$ cat src/rtl/shifterPkg.sv
package shifterPkg;
  typedef struct packed {
    logic capture;    // busy fell: refresh holding register
    logic loadFrame;  // chip select fell: copy holding register into frame
    logic advance;    // serial clock fell inside a frame
    logic active;     // frame open, lines driven
  } ctrlStrobesT;
endpackage

$ cat src/rtl/shifterCtrl.sv
module shifterCtrl
  import shifterPkg::*;
#(
  parameter int TOTAL_BITS = 128,
  parameter int CNT_W      = 8
) (
  input  logic             clk,
  input  logic             rstN,
  input  logic             csN,
  input  logic             sclk,
  input  logic             busy,
  output ctrlStrobesT      strb,
  output logic [CNT_W-1:0] bitIdx
);
  logic [1:0] csPipe, sclkPipe, busyPipe;
  logic       csPrev, sclkPrev, busyPrev;
  logic       csLow, sclkFall;

  always_ff @(posedge clk or negedge rstN) begin
    if (!rstN) begin
      csPipe   <= 2'b11;
      sclkPipe <= 2'b00;
      busyPipe <= 2'b00;
      csPrev   <= 1'b1;
      sclkPrev <= 1'b0;
      busyPrev <= 1'b0;
    end else begin
      csPipe   <= {csPipe[0], csN};
      sclkPipe <= {sclkPipe[0], sclk};
      busyPipe <= {busyPipe[0], busy};
      csPrev   <= csPipe[1];
      sclkPrev <= sclkPipe[1];
      busyPrev <= busyPipe[1];
    end
  end

  assign csLow    = ~csPipe[1];
  assign sclkFall = sclkPrev & ~sclkPipe[1];

  always_comb begin
    strb.active    = csLow;
    strb.loadFrame = csPrev & csLow;
    strb.capture   = busyPrev & ~busyPipe[1];
    strb.advance   = csLow & ~(csPrev & csLow) & sclkFall
                     & (bitIdx < CNT_W'(TOTAL_BITS));
  end

  always_ff @(posedge clk or negedge rstN) begin
    if (!rstN)               bitIdx <= '0;
    else if (strb.loadFrame) bitIdx <= '0;
    else if (strb.advance)   bitIdx <= bitIdx + 1'b1;
  end
endmodule

$ cat src/rtl/shifterDatapath.sv
module shifterDatapath
  import shifterPkg::*;
#(
  parameter int CHANNELS = 8,
  parameter int WIDTH    = 16,
  parameter int CNT_W    = 8
) (
  input  logic                      clk,
  input  logic                      rstN,
  input  ctrlStrobesT               strb,
  input  logic [CNT_W-1:0]          bitIdx,
  input  logic [CHANNELS*WIDTH-1:0] resultBank,
  output logic                      doutA,
  output logic                      doutB,
  output logic                      doutEn
);
  localparam int BANK_W     = CHANNELS * WIDTH;
  localparam int TOTAL_BITS = BANK_W;
  localparam int HALF_BITS  = BANK_W / 2;
  localparam int LANES      = 2;

  logic [BANK_W-1:0] holdReg, frameReg;
  logic [LANES-1:0]  laneBit;

  always_ff @(posedge clk or negedge rstN) begin
    if (!rstN) begin
      holdReg  <= '0;
      frameReg <= '0;
    end else begin
      if (strb.capture)   holdReg  <= resultBank;
      if (strb.loadFrame) frameReg <= holdReg;
    end
  end

  // Stream position n maps to channel n/WIDTH, bit WIDTH-1-(n%WIDTH).
  function automatic logic pickBit(input logic [BANK_W-1:0] v, input int unsigned n);
    int unsigned ch;
    int unsigned b;
    logic [BANK_W-1:0] sh;
    ch = n / WIDTH;
    b  = WIDTH - 1 - (n % WIDTH);
    sh = v >> (ch * WIDTH + b);
    return sh[0];
  endfunction

  for (genvar L = 0; L < LANES; L++) begin : g_lane
    localparam int OFFSET = L * HALF_BITS;
    localparam int LIMIT  = (L == 0) ? TOTAL_BITS : HALF_BITS;
    always_comb begin
      if (strb.active && (int'(bitIdx) < LIMIT))
        laneBit[L] = pickBit(frameReg, int'(bitIdx) + OFFSET);
      else
        laneBit[L] = 1'b0;
    end
  end

  assign doutA  = laneBit[0];
  assign doutB  = laneBit[1];
  assign doutEn = strb.active;
endmodule

$ cat src/rtl/dualLaneShifter.sv
module dualLaneShifter
  import shifterPkg::*;
#(
  parameter int CHANNELS = 8,
  parameter int WIDTH    = 16
) (
  input  logic                      clk,
  input  logic                      rstN,
  input  logic                      csN,
  input  logic                      sclk,
  input  logic                      busy,
  input  logic [CHANNELS*WIDTH-1:0] resultBank,
  output logic                      doutA,
  output logic                      doutB,
  output logic                      doutEn
);
  localparam int TOTAL_BITS = CHANNELS * WIDTH;
  localparam int HALF_BITS  = TOTAL_BITS / 2;
  localparam int CNT_W      = $clog2(TOTAL_BITS + 1);

  ctrlStrobesT      strb;
  logic [CNT_W-1:0] bitIdx;

  shifterCtrl #(.TOTAL_BITS(TOTAL_BITS), .CNT_W(CNT_W)) u_ctrl (
    .clk(clk), .rstN(rstN), .csN(csN), .sclk(sclk), .busy(busy),
    .strb(strb), .bitIdx(bitIdx)
  );

  shifterDatapath #(.CHANNELS(CHANNELS), .WIDTH(WIDTH), .CNT_W(CNT_W)) u_dp (
    .clk(clk), .rstN(rstN), .strb(strb), .bitIdx(bitIdx),
    .resultBank(resultBank), .doutA(doutA), .doutB(doutB), .doutEn(doutEn)
  );
endmodule

$ cat config.mk
export PLATFORM = sky130hd
export DESIGN_NAME = dualLaneShifter
export DESIGN_NICKNAME = d
export VERILOG_FILES = /design/src/rtl/shifterPkg.sv /design/src/rtl/shifterCtrl.sv /design/src/rtl/shifterDatapath.sv /design/src/rtl/dualLaneShifter.sv
export SDC_FILE = /design/constraint.sdc
export NUM_CORES = 1
export LEC_CHECK = 0
export BUFFER_PORTS_ARGS = -buffer_cell sky130_fd_sc_hd__buf_2
export CAP_MARGIN = 20
export CORE_UTILIZATION = 62
export CTS_BUF_LIST = sky130_fd_sc_hd__clkbuf_16
export DETAILED_ROUTE_END_ITERATION = 10
export PLACE_DENSITY = 0.89
export SLEW_MARGIN = 5
export SYNTH_ARGS = -nofsm -noshare
export SYNTH_HDL_FRONTEND = slang
export SYNTH_SLANG_ARGS = --single-unit
export TNS_END_PERCENT = 50
$ cat constraint.sdc
create_clock -name clk -period 6.2 [get_ports clk]
set_input_delay 1.24 -clock clk [delete_from_list [all_inputs] [get_ports clk]]
set_output_delay 1.24 -clock clk [all_outputs]
set_load 0.01 [all_outputs]
==> results of run 1 <==
[worst max path at each step]
stage,endpoint,slack [ps]
finish,doutB,1470
global placement,doutB,2190
global route,doutB,1230
detailed placement,doutB,2090
CTS,doutB,1500
floorplan,doutA,2960
[routing by layer]
layer | GRT usage [%] | wire length [µm] | up-vias
met5 | 0 | 0 | -
met4 | 8.669 | 660 | 0
met3 | 4.000 | 1006 | 56
met2 | 42.30 | 11230 | 170
met1 | 35.30 | 9780 | 3299
li1 | - | - | 2821
[sequential cells by signal, indices dropped and copies added (netlist names)]
signal,flops
u_ctrl.busyPipe,2
u_ctrl.busyPrev,1
u_ctrl.sclkPipe,2
u_ctrl.csPrev,1
u_ctrl.csPipe,2
u_dp.frameReg,128
u_ctrl.bitIdx,8
u_ctrl.sclkPrev,1
u_dp.holdReg,128
[cells in the mapped netlist (all sizes together)]
| library cell | count |
|---|---|
| a21oi | 7 |
| and3 | 4 |
| a22o | 1 |
| ha | 3 |
| xnor2 | 5 |
| a2111oi | 1 |
| a221o | 1 |
| a41oi | 1 |
| a211oi | 2 |
| dfrtp | 270 |
| xor2 | 1 |
| and2 | 2 |
| nor3b | 2 |
| buf | 15 |
| clkbuf | 25 |
| mux2 | 259 |
| dfstp | 3 |
| nor2 | 11 |
| mux4 | 23 |
| nor2b | 6 |
| o2111ai | 1 |
| nor4b | 1 |
| o221ai | 2 |
| a22oi | 10 |
| a31oi | 1 |
| inv | 6 |
| mux2i | 17 |
| o22ai | 1 |
| nand2 | 5 |
| a311oi | 1 |
| nand3 | 6 |
| a211o | 1 |
| nand3b | 1 |
| nand4 | 2 |
| o211ai | 1 |
[power by group through the flow]
stage / clock, mW / sequential (mW) / combinational [mW]
after floorplan: 0 / 2.24 / 0.536
after global placement: 0 / 2.35 / 0.620
final: 1.65 / 2.35 / 0.671
after CTS: 1.67 / 2.35 / 0.680
after global routing: 1.74 / 2.38 / 0.732
after detailed placement: 0 / 2.37 / 0.665
[cell type report]
type	count	area (µm²)	area share, %
Tap cell	225	281.5	2.166
Sequential cell	273	6837	52.60
Inverter	6	22.52	0.1733
Clock inverter	18	212.7	1.636
Clock buffer	27	675.6	5.198
Timing Repair Buffer	143	755.7	5.814
Multi-Input combinational cell	379	4213	32.41
[logic make-up (layout without fill, tap and decap cells)]
kind of cell	count (synthesis)	after routing
xor gates and xnor gates	6	6
buffers and inverters	46	194
AOI/OAI and AO/OA	31	31
adders and majority gates	3	3
muxes	299	299
DFF	273	273
and+or+nand+nor	40	40
[stage by stage]
step	worst slack [ps]	util (%)	total power, mW
after floorplan	2960	-	2.781
after global placement	2192	69.02	2.972
after detailed placement	2093	69.02	3.034
after CTS	1504	74.09	4.700
after global routing	1229	74.12	4.853
final	1470	74.12	4.668
==> flow_metrics.tcl, run 1 <==
set metrics [dict create \
    status "finished clean" \
    sequential_cell_area_fraction_in_the_yosys_report_pct 60.66 \
    worst_pin_slew_ps 978.1 \
    htreeDepth 1 \
    ys_types 41 \
    drt_drc_violations_left 0 \
    fin_tns_setup_ps 0 \
    number_of_antenna_violations_at_the_first_check_in_global_routing 1 \
    floorplan.initialDensity_pct 64.26 \
    path_clk_slew_ps 60 \
    reg2reg_slack_ps 4290 \
    synth_top_family_by_area "multiplexers" \
    setup.worst_path.start_class "register" \
    power.switching_fraction_pct 24.31 \
    placeableCoreArea_um2 17540 \
    placed_area_um2 12100 \
    p_per_area_nw_per_um2 359.1 \
    final_net_count 966 \
    drt-pass1-iter-count 4 \
    synth.ff_latch_count 273 \
    synthesis.instances 698 \
    synth-compound-area-share_pct 2.099 \
    netlist.top_cell.by_area "sky130_fd_sc_hd__dfrtp_1" \
    maximum_vdd_drop_mv 0.3175 \
    place.detailed.instances 1025 \
    ys_warn_count 0 \
    synth_mux_area_share_pct 32.46 \
    share_seq_of_total_power_pct 50.3 \
    floorplan.die_area_um2 18720 \
    critPathArrivalTime_ps 3490 \
    min_delay_path_depth 0 \
    vias_per_cell 5.925 \
    insertedDiodeCount 0 \
    rr_startpoint "u_ctrl.csPrev$_DFF_PN1_" \
    min-delay-start "u_ctrl.csPipe[0]$_DFF_PN1_" \
    final-setup-viol-count 0 \
    crit_type "register to output port" \
    timing.final.hold_violations 0 \
    wire_per_inst_um 21.17 \
    grt_first_pass_wirelength_mm 36.54 \
    io_buffers 135 \
    final_cell_count_no_fill 1071 \
    layout-area-overhead-vs-synth_pct 15.35 \
    cts_repair_resize_count 0 \
    grt_pass1_vias 6958 \
    cpPeakStageDelay_ps 890 \
    grt_start_max_net_pins 145 \
    holdCritPathClass "register to register" \
    critical-path-slowest-cell "sky130_fd_sc_hd__dfrtp_2" \
    post_route_cells_drive_above_1_share_pct 54.02 \
    crit_buf_inv 2 \
    die_span_in_x_um 136.8 \
    power.leakage_nw 5.700 \
    timing.fmax_mhz 211.4 \
    ant_nets 0 \
    leading_cell_types_in_the_layout_fill_and_taps_excluded "sky130_fd_sc_hd__dfrtp_1, sky130_fd_sc_hd__mux2_2, sky130_fd_sc_hd__buf_2" \
    fillers 1049 \
    finalInstanceArea_um2 13000 \
    layout_commonest_cell "sky130_fd_sc_hd__dfrtp_1" \
    clock-skew-final_ps 9.886 \
    cts.sinks 273 \
    netlist.area_leader.share_pct 59.96 \
    synth_simple_gate_area_share_pct 1.899 \
    dr_total_vias 6346 \
    slew_headroom_pct 34.79 \
    switchingPower_mw 1.135 \
    dp.final_hpwl_mm 15.05 \
    worst_setup_ep_type "output port" \
    final_period_minus_worst_setup_slack_ps 4730 \
    grt_remaining_overflow 0 \
    setup_repair_after_global_routing_missed_its_margin "false" \
    cts-hold-fix-buffers 0 \
    worstSetupPathDepth 8 \
    final.period_utilization_pct 76.30 \
    tritoncts.num_buffers 27 \
    max-clock-path-buffers 3 \
    buffers_inserted_by_post_cts_timing_repair 0 \
    finalWirelength_mm 22.68 \
    synth_xor_xnor_area_share_pct 0.4664 \
    timing.critical_path.cells "buf_4 > mux4_1 > a22oi_1 > nand4_1 > o211ai_1 > nor3b_1 > a211oi_1 > buf_2" \
    post_synth_main_area_contributors "sky130_fd_sc_hd__dfrtp_1, sky130_fd_sc_hd__mux2_2, sky130_fd_sc_hd__mux4_1" \
    combinationalPowerShare_pct 14.4 \
    post_synth_instance_area_um2 11270 \
    cellInternalPower_mw 3.533 \
    synth_fa_ha_area_share_pct 0.3331 \
    mappedNetlistNets 834 \
    min_delay_worst_endpoint "u_ctrl.csPipe[1]$_DFF_PN1_" \
    smallest_hold_slack_ps 351.3 \
    worst_skew_pair.late_latency_ps 520 \
    placement_rows 48 \
    global_route.usage.total_pct 25.71 \
    crit_path_max_fo 29 \
    crit-reg2reg-capture "u_dp.frameReg[116]$_DFFE_PN0P_" \
    portion_of_total_power_attributed_to_the_clock_network_pct 35.3 \
    reg2reg_depth 3 \
    pin_count 136 \
    place.gp.congestion 0.8424 \
    cts_tree "done" \
    cp-startpoint "u_ctrl.bitIdx[0]$_DFFE_PN0P_" \
    drtIter0Drc 354 \
    worst_path_dominant_cell_family "flip-flops" \
    drv.max_cap_violation_count 0 \
    cts-root-buf "sky130_fd_sc_hd__clkbuf_16" \
    synth.avg_cell_area_um2 16.14 \
    number_of_pins_with_negative_max_slew_slack_in_the_final_report 0 \
    cp_required_ps 4960 \
    die-height_um 136.8 \
]
Power figures use the tool's default switching activity.
==> run 2, diff against run 1 <==
--- a/config.mk
+++ b/config.mk
@@ -7,10 +7,10 @@
 export LEC_CHECK = 0
 export BUFFER_PORTS_ARGS = -buffer_cell sky130_fd_sc_hd__buf_2
 export CAP_MARGIN = 20
-export CORE_UTILIZATION = 62
+export CORE_UTILIZATION = 58
 export CTS_BUF_LIST = sky130_fd_sc_hd__clkbuf_16
 export DETAILED_ROUTE_END_ITERATION = 10
-export PLACE_DENSITY = 0.89
+export PLACE_DENSITY = 0.85
 export SLEW_MARGIN = 5
 export SYNTH_ARGS = -nofsm -noshare
 export SYNTH_HDL_FRONTEND = slang
==> constraint.sdc (replaced) <==
create_clock -name clk -period 4.8 [get_ports clk]
set_input_delay 0.96 -clock clk [delete_from_list [all_inputs] [get_ports clk]]
set_output_delay 0.96 -clock clk [all_outputs]
set_load 0.01 [all_outputs]
==> flow_metrics.tcl, run 2 (same netlist as run 1, synthesis figures left out) <==
set metrics [dict create \
    final_net_count 971 \
    cts_tree "done" \
    place.gp.congestion 0.8174 \
    max-clock-path-buffers 3 \
    ant_nets 0 \
    final-seq-area_um2 6837 \
    die-height_um 141.4 \
    htreeDepth 1 \
    clock-skew-final_ps 7.381 \
    leading_cell_types_in_the_layout_fill_and_taps_excluded "sky130_fd_sc_hd__dfrtp_1, sky130_fd_sc_hd__mux2_2, sky130_fd_sc_hd__buf_2" \
    cpPeakStageDelay_ps 780 \
    cts_repair_resize_count 0 \
    timing.critical_path.cells "buf_4 > mux4_1 > a211o_1 > o211ai_1 > nor3b_1 > a211oi_1 > buf_2" \
    status "finished clean" \
    critPathArrivalTime_ps 3480 \
    crit_path_max_fo 25 \
    io_buffers 135 \
    final_cell_count_no_fill 1116 \
    holdCritPathClass "register to register" \
    cts-hold-fix-buffers 0 \
    area_of_combinational_cells_with_multiple_inputs_um2 4213 \
    worst_setup_ep_type "output port" \
    drt-pass1-iter-count 4 \
    cts.sinks 273 \
    worst_skew_pair.late_latency_ps 530 \
    setup_repair_after_global_routing_missed_its_margin "false" \
    finalInstanceArea_um2 13130 \
    grt_start_max_net_pins 127 \
    worst_pin_slew_ps 970.6 \
    cts-root-buf "sky130_fd_sc_hd__clkbuf_16" \
    critical-path-slowest-cell "sky130_fd_sc_hd__dfrtp_2" \
    gr-usage-met3_pct 3.577 \
    slew_headroom_pct 35.29 \
    drtIter0Drc 451 \
    drt_drc_violations_left 0 \
    cp-endpoint "doutB" \
    floorplan.initialDensity_pct 59.64 \
    grt_first_pass_wirelength_mm 36.34 \
    dr_total_vias 6367 \
    global_route.usage.met1_pct 33.86 \
    layout-area-overhead-vs-synth_pct 16.51 \
    finalWirelength_mm 22.38 \
    global_route.usage.total_pct 23.33 \
    final_period_minus_worst_setup_slack_ps 4440 \
    dp.final_hpwl_mm 14.97 \
    floorplan.die_area_um2 19990 \
    wire_per_inst_um 20.05 \
    timing.final.hold_violations 0 \
    setup.worst_path.start_class "register" \
    grt.busiest_layer "met2" \
    power_total_mw 6.046 \
    buffers_inserted_by_post_cts_timing_repair 0 \
    layout_commonest_cell "sky130_fd_sc_hd__dfrtp_1" \
    p_per_area_nw_per_um2 460.5 \
    drv.max_cap_violation_count 0 \
    timing.fmax_mhz 225.2 \
    placed_area_um2 12170 \
    cp-startpoint "u_ctrl.bitIdx[0]$_DFFE_PN0P_" \
    number_of_pins_with_negative_max_slew_slack_in_the_final_report 0 \
    post_route_cells_drive_above_1_share_pct 53.74 \
    rr_startpoint "u_ctrl.busyPipe[1]$_DFF_PN0_" \
    place.detailed.instances 1063 \
    vias_per_cell 5.705 \
    number_of_antenna_violations_at_the_first_check_in_global_routing 0 \
    cp_required_ps 3840 \
    placeableCoreArea_um2 18890 \
    met2_usage_pct 37.08 \
    grt_remaining_overflow 0 \
    final-setup-viol-count 0 \
    maximum_vdd_drop_mv 0.3103 \
    crit-reg2reg-capture "u_dp.holdReg[108]$_DFFE_PN0P_" \
    fillers 1218 \
    pin_count 136 \
    reg2reg_depth 4 \
    min_delay_path_depth 0 \
    crit_type "register to output port" \
    die_span_in_x_um 141.4 \
    power.leakage_nw 5.729 \
    tritoncts.num_buffers 28 \
    fin_tns_setup_ps 0 \
    path_clk_slew_ps 60 \
    biggestRegsByFlops "u_dp.frameReg: 128 flops, u_dp.holdReg: 128 flops, u_ctrl.bitIdx: 8 flops" \
    insertedDiodeCount 0 \
    placement_rows 50 \
    grt_pass1_vias 6747 \
    final.period_utilization_pct 92.50 \
    reg2reg_slack_ps 2230 \
]
run 2: changes by cell type in the layout (fill, tap and decap cells not counted), moves of 2 or more:
cell                        change
sky130_fd_sc_hd__clkinv_1       +8
sky130_fd_sc_hd__buf_4          +2
sky130_fd_sc_hd__clkbuf_16      +2
sky130_fd_sc_hd__clkinv_4       -2
run 2: metrics by stage:
step	setup slack (ps)	utilization, %	hold slack (ps)
after floorplan	1840	-	331.2
after global placement	1069	64.38	333.5
after detailed placement	939.1	64.44	344.9
after CTS	358.1	69.30	358.5
after global routing	224.0	69.49	364.7
final	360.2	69.49	353.2
run 2: worst min path at each step:
| stage | startpoint | end |
|---|---|---|
| 4_1_cts | u_ctrl.busyPipe[0]$_DFF_PN0_ | u_ctrl.busyPipe[1]$_DFF_PN0_ |
| 6_report | u_ctrl.busyPipe[0]$_DFF_PN0_ | u_ctrl.busyPipe[1]$_DFF_PN0_ |
| 2_1_floorplan | u_ctrl.busyPipe[0]$_DFF_PN0_ | u_ctrl.busyPipe[1]$_DFF_PN0_ |
| 5_1_grt | u_ctrl.busyPipe[0]$_DFF_PN0_ | u_ctrl.busyPipe[1]$_DFF_PN0_ |
| 3_3_place_gp | u_ctrl.busyPipe[0]$_DFF_PN0_ | u_ctrl.busyPipe[1]$_DFF_PN0_ |
| 3_5_place_dp | u_ctrl.busyPipe[0]$_DFF_PN0_ | u_ctrl.busyPipe[1]$_DFF_PN0_ |
run 2: routing by layer:
metal,vias up,wire [µm]
met3,43,1187
met2,216,10660
met1,3276,10060
li1,2832,-
met5,-,0
met4,0,477
run 2: final cells by class:
class / count / share of cell area, %
flip-flops and latches: 273 / 52.07
inverters: 6 / 0.1715
clock inverters: 22 / 1.477
clock buffers: 29 / 5.528
well taps: 260 / 2.478
multi-input cells: 379 / 32.09
repair buffers: 147 / 6.185
run 2: report_power, final:
group          leakage [nW]  internal (mW)  switching, mW
Clock                 0.464           1.30          0.843
Combinational          2.04          0.554          0.320
Sequential             3.22           2.73          0.298
Total                  5.73           4.58           1.46
run 2: worst max-delay path, delay by kind of cell (launching register included):
family,cells,cell delay [ps]
buffers and inverters,2,550
and+or+nand+nor,1,280
DFF,1,780
AOI/OAI and AO/OA,3,730
muxes,1,600
